## config.mk

```make
export PLATFORM = sky130hd
export DESIGN_NAME = io_pack_unit
export DESIGN_NICKNAME = d
export VERILOG_FILES = /design/src/rtl/io_pack_pkg.sv /design/src/rtl/io_pack_ctrl.sv /design/src/rtl/io_pack_slot.sv /design/src/rtl/io_pack_unpack.sv /design/src/rtl/io_pack_gather.sv /design/src/rtl/io_pack_unit.sv
export SDC_FILE = /design/constraint.sdc
export NUM_CORES = 1
export LEC_CHECK = 0
export BUFFER_PORTS_ARGS = -buffer_cell sky130_fd_sc_hd__buf_2
export CAP_MARGIN = 20
export CELL_PAD_IN_SITES_DETAIL_PLACEMENT = 1
export CELL_PAD_IN_SITES_GLOBAL_PLACEMENT = 2
export CORE_UTILIZATION = 35
export CTS_BUF_LIST = sky130_fd_sc_hd__clkbuf_2 sky130_fd_sc_hd__clkbuf_4 sky130_fd_sc_hd__clkbuf_8
export DETAILED_ROUTE_END_ITERATION = 10
export PLACE_DENSITY = 0.94
export SKIP_CTS_REPAIR_TIMING = 1
export SYNTH_ARGS = -nofsm -noshare
export SYNTH_HDL_FRONTEND = slang
export SYNTH_SLANG_ARGS = --single-unit
```

## constraint.sdc

```tcl
create_clock -name clk_i -period 3.49 [get_ports clk_i]
set_clock_uncertainty 0.1 [all_clocks]
set_input_delay 0.349 -clock clk_i [delete_from_list [all_inputs] [get_ports clk_i]]
set_output_delay 0.349 -clock clk_i [all_outputs]
set_load 0.02 [all_outputs]
```

## src/rtl/io_pack_pkg.sv

```systemverilog
package io_pack_pkg;

  typedef enum logic [1:0] {
    ST_IDLE = 2'd0,
    ST_BEAT = 2'd1,
    ST_HOLD = 2'd2
  } pk_state_e;

endpackage

```

## src/rtl/io_pack_ctrl.sv

```systemverilog
module io_pack_ctrl
  import io_pack_pkg::*;
#(
  parameter int NARROW_BEATS = 4,
  parameter int WIDE_BEATS   = 2,
  parameter int CNT_W        = 2
) (
  input  logic             clk_i,
  input  logic             rst_n,
  input  logic             abort_i,
  input  logic             cmd_valid_i,
  input  logic             cmd_write_i,
  input  logic             cmd_wide_i,
  input  logic             cmd_big_i,
  input  logic             bus_ack_i,
  input  logic             rd_ready_i,
  output logic             cmd_ready_o,
  output logic             cmd_fire_o,
  output logic             bus_stb_o,
  output logic             beat_done_o,
  output logic             rd_valid_o,
  output logic             cur_write_o,
  output logic             cur_wide_o,
  output logic             cur_big_o,
  output logic [CNT_W-1:0] beat_idx_o
);

  localparam logic [CNT_W-1:0] NARROW_LAST = CNT_W'(NARROW_BEATS - 1);
  localparam logic [CNT_W-1:0] WIDE_LAST   = CNT_W'(WIDE_BEATS - 1);

  pk_state_e        state_q, state_d;
  logic [CNT_W-1:0] idx_q, idx_d;
  logic             write_q, write_d;
  logic             wide_q, wide_d;
  logic             big_q, big_d;
  logic [CNT_W-1:0] last_idx;

  always_comb begin
    state_d  = state_q;
    idx_d    = idx_q;
    write_d  = write_q;
    wide_d   = wide_q;
    big_d    = big_q;
    last_idx = wide_q ? WIDE_LAST : NARROW_LAST;

    cmd_ready_o = (state_q == ST_IDLE);
    bus_stb_o   = (state_q == ST_BEAT);
    rd_valid_o  = (state_q == ST_HOLD);
    cmd_fire_o  = cmd_ready_o && cmd_valid_i && !abort_i;
    beat_done_o = bus_stb_o && bus_ack_i && !abort_i;

    if (abort_i) begin
      state_d = ST_IDLE;
      idx_d   = '0;
    end else begin
      unique case (state_q)
        ST_IDLE: begin
          if (cmd_fire_o) begin
            state_d = ST_BEAT;
            idx_d   = '0;
            write_d = cmd_write_i;
            wide_d  = cmd_wide_i;
            big_d   = cmd_big_i;
          end
        end
        ST_BEAT: begin
          if (beat_done_o) begin
            if (idx_q == last_idx) begin
              idx_d   = '0;
              state_d = write_q ? ST_IDLE : ST_HOLD;
            end else begin
              idx_d = idx_q + 1'b1;
            end
          end
        end
        ST_HOLD: begin
          if (rd_ready_i) begin
            state_d = ST_IDLE;
          end
        end
        default: state_d = ST_IDLE;
      endcase
    end
  end

  always_ff @(posedge clk_i or negedge rst_n) begin
    if (!rst_n) begin
      state_q <= ST_IDLE;
      idx_q   <= '0;
      write_q <= 1'b0;
      wide_q  <= 1'b0;
      big_q   <= 1'b0;
    end else begin
      state_q <= state_d;
      idx_q   <= idx_d;
      write_q <= write_d;
      wide_q  <= wide_d;
      big_q   <= big_d;
    end
  end

  assign cur_write_o = write_q;
  assign cur_wide_o  = wide_q;
  assign cur_big_o   = big_q;
  assign beat_idx_o  = idx_q;

  // an accepted command opens a beat on the next cycle
  p_fire_opens_beat_r1: assert property (@(posedge clk_i) disable iff (!rst_n)
    cmd_fire_o |=> bus_stb_o);

  // an unacknowledged beat keeps its strobe and position
  p_stb_wait_r9: assert property (@(posedge clk_i) disable iff (!rst_n)
    (bus_stb_o && !bus_ack_i && !abort_i) |=> (bus_stb_o && $stable(beat_idx_o)));

  // assembled word held until taken
  p_hold_word_r8: assert property (@(posedge clk_i) disable iff (!rst_n)
    (rd_valid_o && !rd_ready_i && !abort_i) |=> rd_valid_o);

  // abort leaves the unit idle
  p_abort_idle_r10: assert property (@(posedge clk_i) disable iff (!rst_n)
    abort_i |=> (cmd_ready_o && !bus_stb_o && !rd_valid_o));

endmodule

```

## src/rtl/io_pack_slot.sv

```systemverilog
module io_pack_slot #(
  parameter int NARROW_BEATS = 4,
  parameter int WIDE_BEATS   = 2,
  parameter int CNT_W        = 2
) (
  input  logic [CNT_W-1:0] beat_idx_i,
  input  logic             wide_i,
  input  logic             big_i,
  output logic [CNT_W-1:0] lane_base_o
);

  localparam logic [CNT_W-1:0] NARROW_LAST = CNT_W'(NARROW_BEATS - 1);
  localparam logic [CNT_W-1:0] WIDE_LAST   = CNT_W'(WIDE_BEATS - 1);

  logic [CNT_W-1:0] last_idx;
  logic [CNT_W-1:0] word_pos;

  always_comb begin
    last_idx    = wide_i ? WIDE_LAST : NARROW_LAST;
    word_pos    = big_i ? (last_idx - beat_idx_i) : beat_idx_i;
    lane_base_o = wide_i ? CNT_W'(word_pos << 1) : word_pos;
  end

endmodule

```

## src/rtl/io_pack_unpack.sv

```systemverilog
module io_pack_unpack #(
  parameter int WORD_W = 32,
  parameter int BUS_W  = 16,
  parameter int LANE_W = 8,
  parameter int LANES  = 4,
  parameter int CNT_W  = 2
) (
  input  logic              clk_i,
  input  logic              rst_n,
  input  logic              load_i,
  input  logic [WORD_W-1:0] word_i,
  input  logic              stb_i,
  input  logic              write_i,
  input  logic              wide_i,
  input  logic [CNT_W-1:0]  lane_base_i,
  output logic [BUS_W-1:0]  bus_wdata_o,
  output logic [1:0]        bus_be_o
);

  logic [WORD_W-1:0] word_q, word_d;
  logic [LANE_W-1:0] lanes [LANES];
  logic [CNT_W-1:0]  hi_idx;
  logic [LANE_W-1:0] lo_lane, hi_lane;

  always_comb begin
    word_d = word_q;
    if (load_i) word_d = word_i;
  end

  always_ff @(posedge clk_i or negedge rst_n) begin
    if (!rst_n) word_q <= '0;
    else        word_q <= word_d;
  end

  for (genvar g = 0; g < LANES; g++) begin : g_split
    assign lanes[g] = word_q[g*LANE_W +: LANE_W];
  end

  always_comb begin
    hi_idx  = lane_base_i + 1'b1;
    lo_lane = lanes[lane_base_i];
    hi_lane = lanes[hi_idx];
    bus_wdata_o = '0;
    bus_be_o    = 2'b00;
    if (stb_i) begin
      bus_be_o = wide_i ? 2'b11 : 2'b01;
      if (write_i) begin
        bus_wdata_o = wide_i ? {hi_lane, lo_lane} : {{(BUS_W-LANE_W){1'b0}}, lo_lane};
      end
    end
  end

  // a narrow write beat leaves the upper lane quiet
  p_upper_quiet_r2: assert property (@(posedge clk_i) disable iff (!rst_n)
    (stb_i && write_i && !wide_i) |-> (bus_wdata_o[BUS_W-1:LANE_W] == '0));

endmodule

```

## src/rtl/io_pack_gather.sv

```systemverilog
module io_pack_gather #(
  parameter int WORD_W = 32,
  parameter int BUS_W  = 16,
  parameter int LANE_W = 8,
  parameter int LANES  = 4,
  parameter int CNT_W  = 2
) (
  input  logic              clk_i,
  input  logic              rst_n,
  input  logic              clear_i,
  input  logic              abort_i,
  input  logic              capture_i,
  input  logic              wide_i,
  input  logic [CNT_W-1:0]  lane_base_i,
  input  logic [BUS_W-1:0]  bus_rdata_i,
  output logic [WORD_W-1:0] word_o
);

  logic [CNT_W-1:0] hi_idx;
  assign hi_idx = lane_base_i + 1'b1;

  for (genvar g = 0; g < LANES; g++) begin : g_lane
    logic [LANE_W-1:0] lane_q, lane_d;
    logic              we_lo, we_hi;

    always_comb begin
      we_lo  = capture_i && (lane_base_i == CNT_W'(g));
      we_hi  = capture_i && wide_i && (hi_idx == CNT_W'(g));
      lane_d = lane_q;
      if (clear_i || abort_i) lane_d = '0;
      else if (we_lo)         lane_d = bus_rdata_i[LANE_W-1:0];
      else if (we_hi)         lane_d = bus_rdata_i[BUS_W-1:LANE_W];
    end

    always_ff @(posedge clk_i or negedge rst_n) begin
      if (!rst_n) lane_q <= '0;
      else        lane_q <= lane_d;
    end

    assign word_o[g*LANE_W +: LANE_W] = lane_q;
  end

  // an abort empties the partial word
  p_abort_clears_r10: assert property (@(posedge clk_i) disable iff (!rst_n)
    abort_i |=> (word_o == '0));

endmodule

```

## src/rtl/io_pack_unit.sv

```systemverilog
module io_pack_unit #(
  parameter int WORD_W = 32,
  parameter int BUS_W  = 16
) (
  input  logic              clk_i,
  input  logic              rst_n_i,
  input  logic              abort_i,
  input  logic              cmd_valid_i,
  output logic              cmd_ready_o,
  input  logic              cmd_write_i,
  input  logic              cmd_wide_i,
  input  logic              cmd_big_i,
  input  logic [WORD_W-1:0] cmd_wdata_i,
  output logic              rd_valid_o,
  input  logic              rd_ready_i,
  output logic [WORD_W-1:0] rd_data_o,
  output logic              bus_stb_o,
  input  logic              bus_ack_i,
  output logic [1:0]        bus_be_o,
  output logic [BUS_W-1:0]  bus_wdata_o,
  input  logic [BUS_W-1:0]  bus_rdata_i
);

  localparam int LANE_W       = BUS_W / 2;
  localparam int LANES        = WORD_W / LANE_W;
  localparam int NARROW_BEATS = LANES;
  localparam int WIDE_BEATS   = WORD_W / BUS_W;
  localparam int CNT_W        = $clog2(LANES);

  logic [1:0]       rst_sync_q;
  logic             rst_n;
  logic             cmd_fire;
  logic             beat_done;
  logic             cur_write, cur_wide, cur_big;
  logic [CNT_W-1:0] beat_idx;
  logic [CNT_W-1:0] lane_base;

  always_ff @(posedge clk_i or negedge rst_n_i) begin
    if (!rst_n_i) rst_sync_q <= 2'b00;
    else          rst_sync_q <= {rst_sync_q[0], 1'b1};
  end
  assign rst_n = rst_sync_q[1];

  io_pack_ctrl #(
    .NARROW_BEATS(NARROW_BEATS),
    .WIDE_BEATS  (WIDE_BEATS),
    .CNT_W       (CNT_W)
  ) u_ctrl (
    .clk_i       (clk_i),
    .rst_n       (rst_n),
    .abort_i     (abort_i),
    .cmd_valid_i (cmd_valid_i),
    .cmd_write_i (cmd_write_i),
    .cmd_wide_i  (cmd_wide_i),
    .cmd_big_i   (cmd_big_i),
    .bus_ack_i   (bus_ack_i),
    .rd_ready_i  (rd_ready_i),
    .cmd_ready_o (cmd_ready_o),
    .cmd_fire_o  (cmd_fire),
    .bus_stb_o   (bus_stb_o),
    .beat_done_o (beat_done),
    .rd_valid_o  (rd_valid_o),
    .cur_write_o (cur_write),
    .cur_wide_o  (cur_wide),
    .cur_big_o   (cur_big),
    .beat_idx_o  (beat_idx)
  );

  io_pack_slot #(
    .NARROW_BEATS(NARROW_BEATS),
    .WIDE_BEATS  (WIDE_BEATS),
    .CNT_W       (CNT_W)
  ) u_slot (
    .beat_idx_i  (beat_idx),
    .wide_i      (cur_wide),
    .big_i       (cur_big),
    .lane_base_o (lane_base)
  );

  io_pack_unpack #(
    .WORD_W(WORD_W),
    .BUS_W (BUS_W),
    .LANE_W(LANE_W),
    .LANES (LANES),
    .CNT_W (CNT_W)
  ) u_unpack (
    .clk_i       (clk_i),
    .rst_n       (rst_n),
    .load_i      (cmd_fire),
    .word_i      (cmd_wdata_i),
    .stb_i       (bus_stb_o),
    .write_i     (cur_write),
    .wide_i      (cur_wide),
    .lane_base_i (lane_base),
    .bus_wdata_o (bus_wdata_o),
    .bus_be_o    (bus_be_o)
  );

  io_pack_gather #(
    .WORD_W(WORD_W),
    .BUS_W (BUS_W),
    .LANE_W(LANE_W),
    .LANES (LANES),
    .CNT_W (CNT_W)
  ) u_gather (
    .clk_i       (clk_i),
    .rst_n       (rst_n),
    .clear_i     (cmd_fire),
    .abort_i     (abort_i),
    .capture_i   (beat_done && !cur_write),
    .wide_i      (cur_wide),
    .lane_base_i (lane_base),
    .bus_rdata_i (bus_rdata_i),
    .word_o      (rd_data_o)
  );

  // the offered word does not move while it waits
  p_rd_stable_r8: assert property (@(posedge clk_i) disable iff (!rst_n)
    (rd_valid_o && !rd_ready_i && !abort_i) |=> $stable(rd_data_o));

  // write data and lanes stay put while a beat waits
  p_beat_stable_r9: assert property (@(posedge clk_i) disable iff (!rst_n)
    (bus_stb_o && !bus_ack_i && !abort_i) |=> ($stable(bus_wdata_o) && $stable(bus_be_o)));

endmodule

```

* Word level (Yosys, flattened, before mapping)
Index checks and enable logic that the tools add are counted.
Storage, ports and cells: bits in registers 73, bits in latches 0, RAM bits 0, memory bits (read-only) 0, input port bits 57, output and inout port bits 53, logic and storage cells 98, memories 0
Operators by class: add/sub/neg operators 3, multipliers 0, div/mod/pow operators 0, $lt $le $gt $ge 2, equality and inequality tests 13, shifts and indexed selects 0, muxes and demuxes 38, bitwise logic cells 3, reductions and logical operators 28
Operators by type and width (count):
- $mux 8 | 16
- $mux 16 | 3
- $bmux 8 s2 | 2
- $mux 2 | 15
- $reduce_bool 3->1 | 5
- $logic_and 1x1->1 | 14
- $ne 3x2->1 const B | 4
- $eq 2x2->1 const B | 5
- $eq 2x1->1 const B | 3
- $ge 3x3->1 const B | 2
- $logic_not 2->1 | 3
- $not 2->3 | 2
- $pmux 2 s3 | 1
- $reduce_and 3->1 | 2
- $add 2x1->2 const B | 2
- $pmux 2 s2 | 1
- $reduce_and 4->1 | 1
- $eq 2x2->1 | 1
- $logic_not 1->1 | 2
- $sub 2x2->2 | 1
- $logic_or 1x1->1 | 1
- $not 1->1 | 1

* Logic depth before layout (Yosys ltp)
depth after elaboration 12, depth in mapped cells 11, mapped depth without buffers 8

* Hierarchy
A second synthesis with hierarchy kept.
Unflattened totals: cell total of the unflattened synthesis 286, area total of the unflattened synthesis 3829.9 um^2
Modules (own cells, without submodules):
- io_pack_gather | times used 1, cells each 126, area an instance 1670.4 um^2, seq. area each 800.8 um^2
- io_pack_unpack | times used 1, cells each 117, area an instance 1670.4 um^2, seq. area each 800.8 um^2
- io_pack_ctrl | times used 1, cells each 35, area an instance 390.4 um^2, seq. area each 175.2 um^2
- io_pack_unit | times used 1, cells each 4, area an instance 67.6 um^2, seq. area each 50.0 um^2
- io_pack_slot | times used 1, cells each 4, area an instance 31.3 um^2, seq. area each 0.0 um^2

* Worst setup path before layout
Ideal clock, no wire load.
kind register -> output, from reg u_ctrl.idx_q[0] (netlist: u_ctrl.beat_idx_o[0]), to out bus_wdata_o[10], arrival 2.636 ns, required time 3.041 ns, path slack 0.405 ns, cell stages (with the launch flop) 9, path buffers 3, cells stage by stage dfrtp_1 xnor2_1 or2_1 buf_2 buf_1 ha_1 clkbuf_1 mux4_2 and3_1
Between the ends: cells in the longest elaborated chain, start to end 11
Ends and longest elaborated chain:
- start, declared | line io_pack_ctrl.sv:32 | logic [CNT_W-1:0] idx_q, idx_d;
- start signal, assigned | line io_pack_ctrl.sv:95 | idx_q <= idx_d;
- $sub 2x2->2 | line io_pack_slot.sv:20 | word_pos = big_i ? (last_idx - beat_idx_i) : beat_idx_i;
- $mux 2 * | line io_pack_slot.sv:20
- $mux 2 * | line io_pack_slot.sv:21 | lane_base_o = wide_i ? CNT_W'(word_pos << 1) : word_pos;
- $add 2x1->2 * | line io_pack_unpack.sv:40 | hi_idx = lane_base_i + 1'b1;
- $not 2->3 (not written as such) * | line io_pack_unpack.sv:42 | hi_lane = lanes[hi_idx];
- $bmux 8 s2 * | line io_pack_unpack.sv:42
- $mux 8 (not written as such) * (2 in a row) | line io_pack_unpack.sv:42
- $mux 16 * | line io_pack_unpack.sv:48 | bus_wdata_o = wide_i ? {hi_lane, lo_lane} : {{(BUS_W-LANE_W){1'b0}}, lo_lane};
- $mux 16 * | line io_pack_unpack.sv:47 | if (write_i) begin
- $mux 16 * | line io_pack_unpack.sv:45 | if (stb_i) begin
- end, declared | line io_pack_unit.sv:20 | output logic [BUS_W-1:0] bus_wdata_o,
Every way passes the cells marked *; elsewhere a longest branch is shown, timed or not. The select of a mux whose other input is x is not followed.

* Final worst setup path
from reg u_ctrl.state_q[1], to out bus_wdata_o[6]
Between the ends: cells in the longest elaborated chain, start to end 2
Ends and longest elaborated chain:
- start, declared | line io_pack_ctrl.sv:31 | pk_state_e state_q, state_d;
- start signal, assigned | line io_pack_ctrl.sv:94 | state_q <= state_d;
- $eq 2x1->1 | line io_pack_ctrl.sv:47 | bus_stb_o = (state_q == ST_BEAT);
- $mux 16 | line io_pack_unpack.sv:45
No other way between the ends.

==> results by group <==
Outcome
  – Status: finished clean

Placed design
  – DP HPWL: 8.00 mm
  – Placer Congestion: 0.825
  – Post-Place Setup Slack: 215 ps
  – Port Buffers: 109

Synth
  – Cells after Synth: 334
  – Ys flop type: dfrtp_1
  – Mux cell area share after synthesis: 28.8%
  – Post-synthesis register bit count: 73
  – Mean Syn Cell Area: 12.0 um2
  – Simple-gate area share of the yosys netlist: 10.1%
  – Mapped cell area: 0.00401 mm2
  – Yosys warns: 0
  – Ys async rst share: 100%
  – Mapped Nets: 393
  – Number of synthesized flops with an enable pin: 0
  – XOR/XNOR Fraction of Synth Area: 1.12%
  – Synth Area in Compound Gates: 10.4%
  – Register area share after synthesis: 45.5%
  – Synth Area in Adders: 0.624%
  – Largest family of logic cells by synthesized area: multiplexers
  – Synth unique cells: 53

Routing
  – Via count: 3090
  – Final WL: 11.1 mm
  – Drt drc: 0
  – ANT nets after route: 0
  – DR iter-0 viols: 120
  – Vias per cell: 5.25
  – Routed WL per cell: 18.9 um
  – DR pass1 iterations: 4

Clock network
  – TritonCTS clock tree: built
  – Longest Clk Path Bufs: 2
  – Num CTS Buffers: 9
  – Sink Count: 73
  – Clock Pin Slew Worst Setup and Hold Paths: 80 ps
  – Clock Latency Late Sink: 360 ps
  – Htree depth: 3
  – Clock root buffer: clkbuf_8

Global route
  – Gr ovfl total: 0
  – First-pass GRT wire length: 17.7 mm
  – Vias in the first global route: 3304
  – Global Route Usage Sum: 19.8%
  – Largest net degree at the start of global routing: 72
  – Initial antenna violation count: 0

Worst setup path
  – Worst path required time: 3040 ps
  – Critical path endpoint category: output pin
  – CP max FO: 16
  – CP max stage delay: 540 ps
  – CP max-delay cell: dfrtp_1
  – R2R depth: 7
  – CP arrival: 2760 ps
  – Worst-path cell chain: nand2b_1 > inv_1 > and2_2 > o221ai_1 > a21oi_1 > buf_2
  – Reg2reg setup slack: 550 ps
  – Reg2reg start: u_ctrl.beat_idx_o[0]$_DFFE_PN0P_
  – Setup CP Type: register to output pin
  – Crit Reg-Reg Endpoint: u_gather.g_lane[3].lane_q[1]$_DFFE_PN0P_
  – Crit path launch type: register

STA
  – Final worst slack: 285 ps
  – Worst Max-Slew Pin Slew: 908 ps
  – Final Hold Fails: 0
  – Crit path time final: 3200 ps
  – Max frequency: 312 MHz
  – Tcrit/Tclk final: 91.8%
  – # setup viols final: 0
  – RSZ-0062 raised after global routing: false
  – Worst Hold Margin: 96.9 ps
  – Slew Viols, Final: 0
  – Max transition margin: 39.4%

Floorplan
  – Die Width: 109 um
  – Cell row count: 38
  – Ports: 110
  – Starting density of the core: 36.5%
  – Total Die Area: 0.0119 mm2
  – Area of the core: 0.0110 mm2
  – Chip height: 109 um

Cells and area
  – Share of layout cells above drive strength 1: 45.1%
  – Area Overhead vs Synth: 23.8%
  – # fillers: 1221
  – Nets: 502

Worst hold path
  – Hold Path Origin: cmd_wdata_i[27]
  – Hold Path Depth: 2
  – Hold Path Class: primary input to register
  – Hold path endpoint: u_unpack.word_q[27]$_DFFE_PN0P_

Power and ir drop
  – P_leak: 2.38 nW
  – Worst IR Drop VDD: 306 uV
  – P per Cell Area: 583 mW/mm2

Job
  – Max Cap Viol: 0
-- final cells by class --
| type | count | area, um2 | share of cell area [%] |
|---|---|---|---|
| Antenna cell | 1 | 2.50 | 0.0504 |
| Clock buffer | 11 | 151 | 3.05 |
| Clock inverter | 5 | 77.6 | 1.56 |
| Inverter | 3 | 11.3 | 0.227 |
| Multi-Input combinational cell | 233 | 2070 | 41.6 |
| Sequential cell | 73 | 1830 | 36.8 |
| Tap cell | 140 | 175 | 3.53 |
| Timing Repair Buffer | 123 | 653 | 13.2 |
-- worst max-delay path: cells and delay by family, from the launching register on --
kind | cells | cell delay, ps
compound gates | 2 | 420
buf+inv | 2 | 610
flops | 1 | 540
simple gates | 2 | 830
-- sequential cells by signal, summed over array words and instances (netlist names) --
signal and cells:
u_gather.g_lane.lane_q 32, u_unpack.word_q 32, rst_sync_q 2, u_ctrl.beat_idx_o 2, u_ctrl.state_q 2, u_ctrl.cur_big_o 1
u_ctrl.cur_wide_o 1, u_ctrl.cur_write_o 1
-- where the power goes --
part	switching [W]	leakage, nW	internal (W)
sequential	0.000133	0.928	0.000994
clock	0.000334	0.115	0.000439
combinational	0.000494	1.34	0.000500
-- Yosys cell counts (3+ instances only) --
cell type / n / area (um2)
a21oi_1: 17 / 85.1
nor2_1: 14 / 52.6
mux2_1: 3 / 33.8
dfrtp_1: 73 / 1830
o221ai_1: 8 / 70.1
clkbuf_1: 9 / 33.8
mux2_2: 40 / 450
buf_2: 12 / 60.1
o21ai_0: 14 / 70.1
and3_1: 8 / 50.1
mux2i_1: 49 / 490
mux4_2: 8 / 180
nand3_1: 9 / 45.0
nand2_1: 22 / 82.6
-- stage by stage --
step           cell area [um2]  cells  power (W)  setup TNS [ps]  util (%)
3_5_place_dp              4660    565    0.00208               0      42.4
4_1_cts                   4890    581    0.00286           -1170      44.5
2_1_floorplan             4010    334    0.00181               0         -
5_1_grt                   4960    588    0.00304               0      45.2
6_report                  4970    589    0.00289               0      45.2
3_3_place_gp              4660    565    0.00204               0      42.4
-- layout by cell type, fill, tap and decap left out, types with 2 or more instances in the layout --
| cell | netlist | layout |
|---|---|---|
| clkinv_2 | 0 | 2 |
| nor3b_1 | 2 | 2 |
| nand2_1 | 22 | 22 |
| mux2_2 | 40 | 40 |
| mux2i_1 | 49 | 48 |
| and3b_1 | 2 | 2 |
| buf_2 | 12 | 109 |
| nand2b_1 | 2 | 2 |
| a31oi_1 | 2 | 2 |
| o21ai_0 | 14 | 14 |
| mux2_1 | 3 | 3 |
| buf_4 | 2 | 13 |
| nor2b_1 | 2 | 2 |
| inv_1 | 2 | 2 |
| mux4_2 | 8 | 8 |
| nand3_1 | 9 | 9 |
| a21oi_1 | 17 | 17 |
| o221ai_1 | 8 | 8 |
| dfrtp_1 | 73 | 72 |
| bufinv_16 | 0 | 2 |
| clkbuf_8 | 0 | 11 |
| nor2_1 | 14 | 14 |
| and3_1 | 8 | 8 |
| xnor2_1 | 2 | 2 |
-- worst max path at each step --
stage | end | slack [ps] | cells after the start | start
after global routing | bus_wdata_o[5] | 120 | 6 | u_ctrl.state_q[1]$_DFFE_PN0P_
after CTS | bus_wdata_o[12] | -190 | 6 | u_ctrl.beat_idx_o[0]$_DFFE_PN0P_
final | bus_wdata_o[6] | 290 | 6 | u_ctrl.state_q[1]$_DFFE_PN0P_
after global placement | bus_wdata_o[12] | 350 | 6 | u_ctrl.beat_idx_o[0]$_DFFE_PN0P_
after floorplan | bus_wdata_o[10] | 400 | 8 | u_ctrl.beat_idx_o[0]$_DFFE_PN0P_
after detailed placement | bus_wdata_o[12] | 220 | 6 | u_ctrl.beat_idx_o[0]$_DFFE_PN0P_
-- cells by family after synthesis --
family / after synthesis
fa+ha+maj: 2
compound gates: 55
xor+xnor: 3
mux: 100
simple gates: 72
buf+inv: 28
other cells: 1
flops: 73
-- routing by layer --
layer / global-route usage (%) / part of all wire [%]
met1: 25.6 / 44
met2: 31.7 / 50
met5: 0 / 0
met3: 4.84 / 4.7
met4: 7.72 / 2.0
No activity file was read; power rests on OpenSTA's default activity.
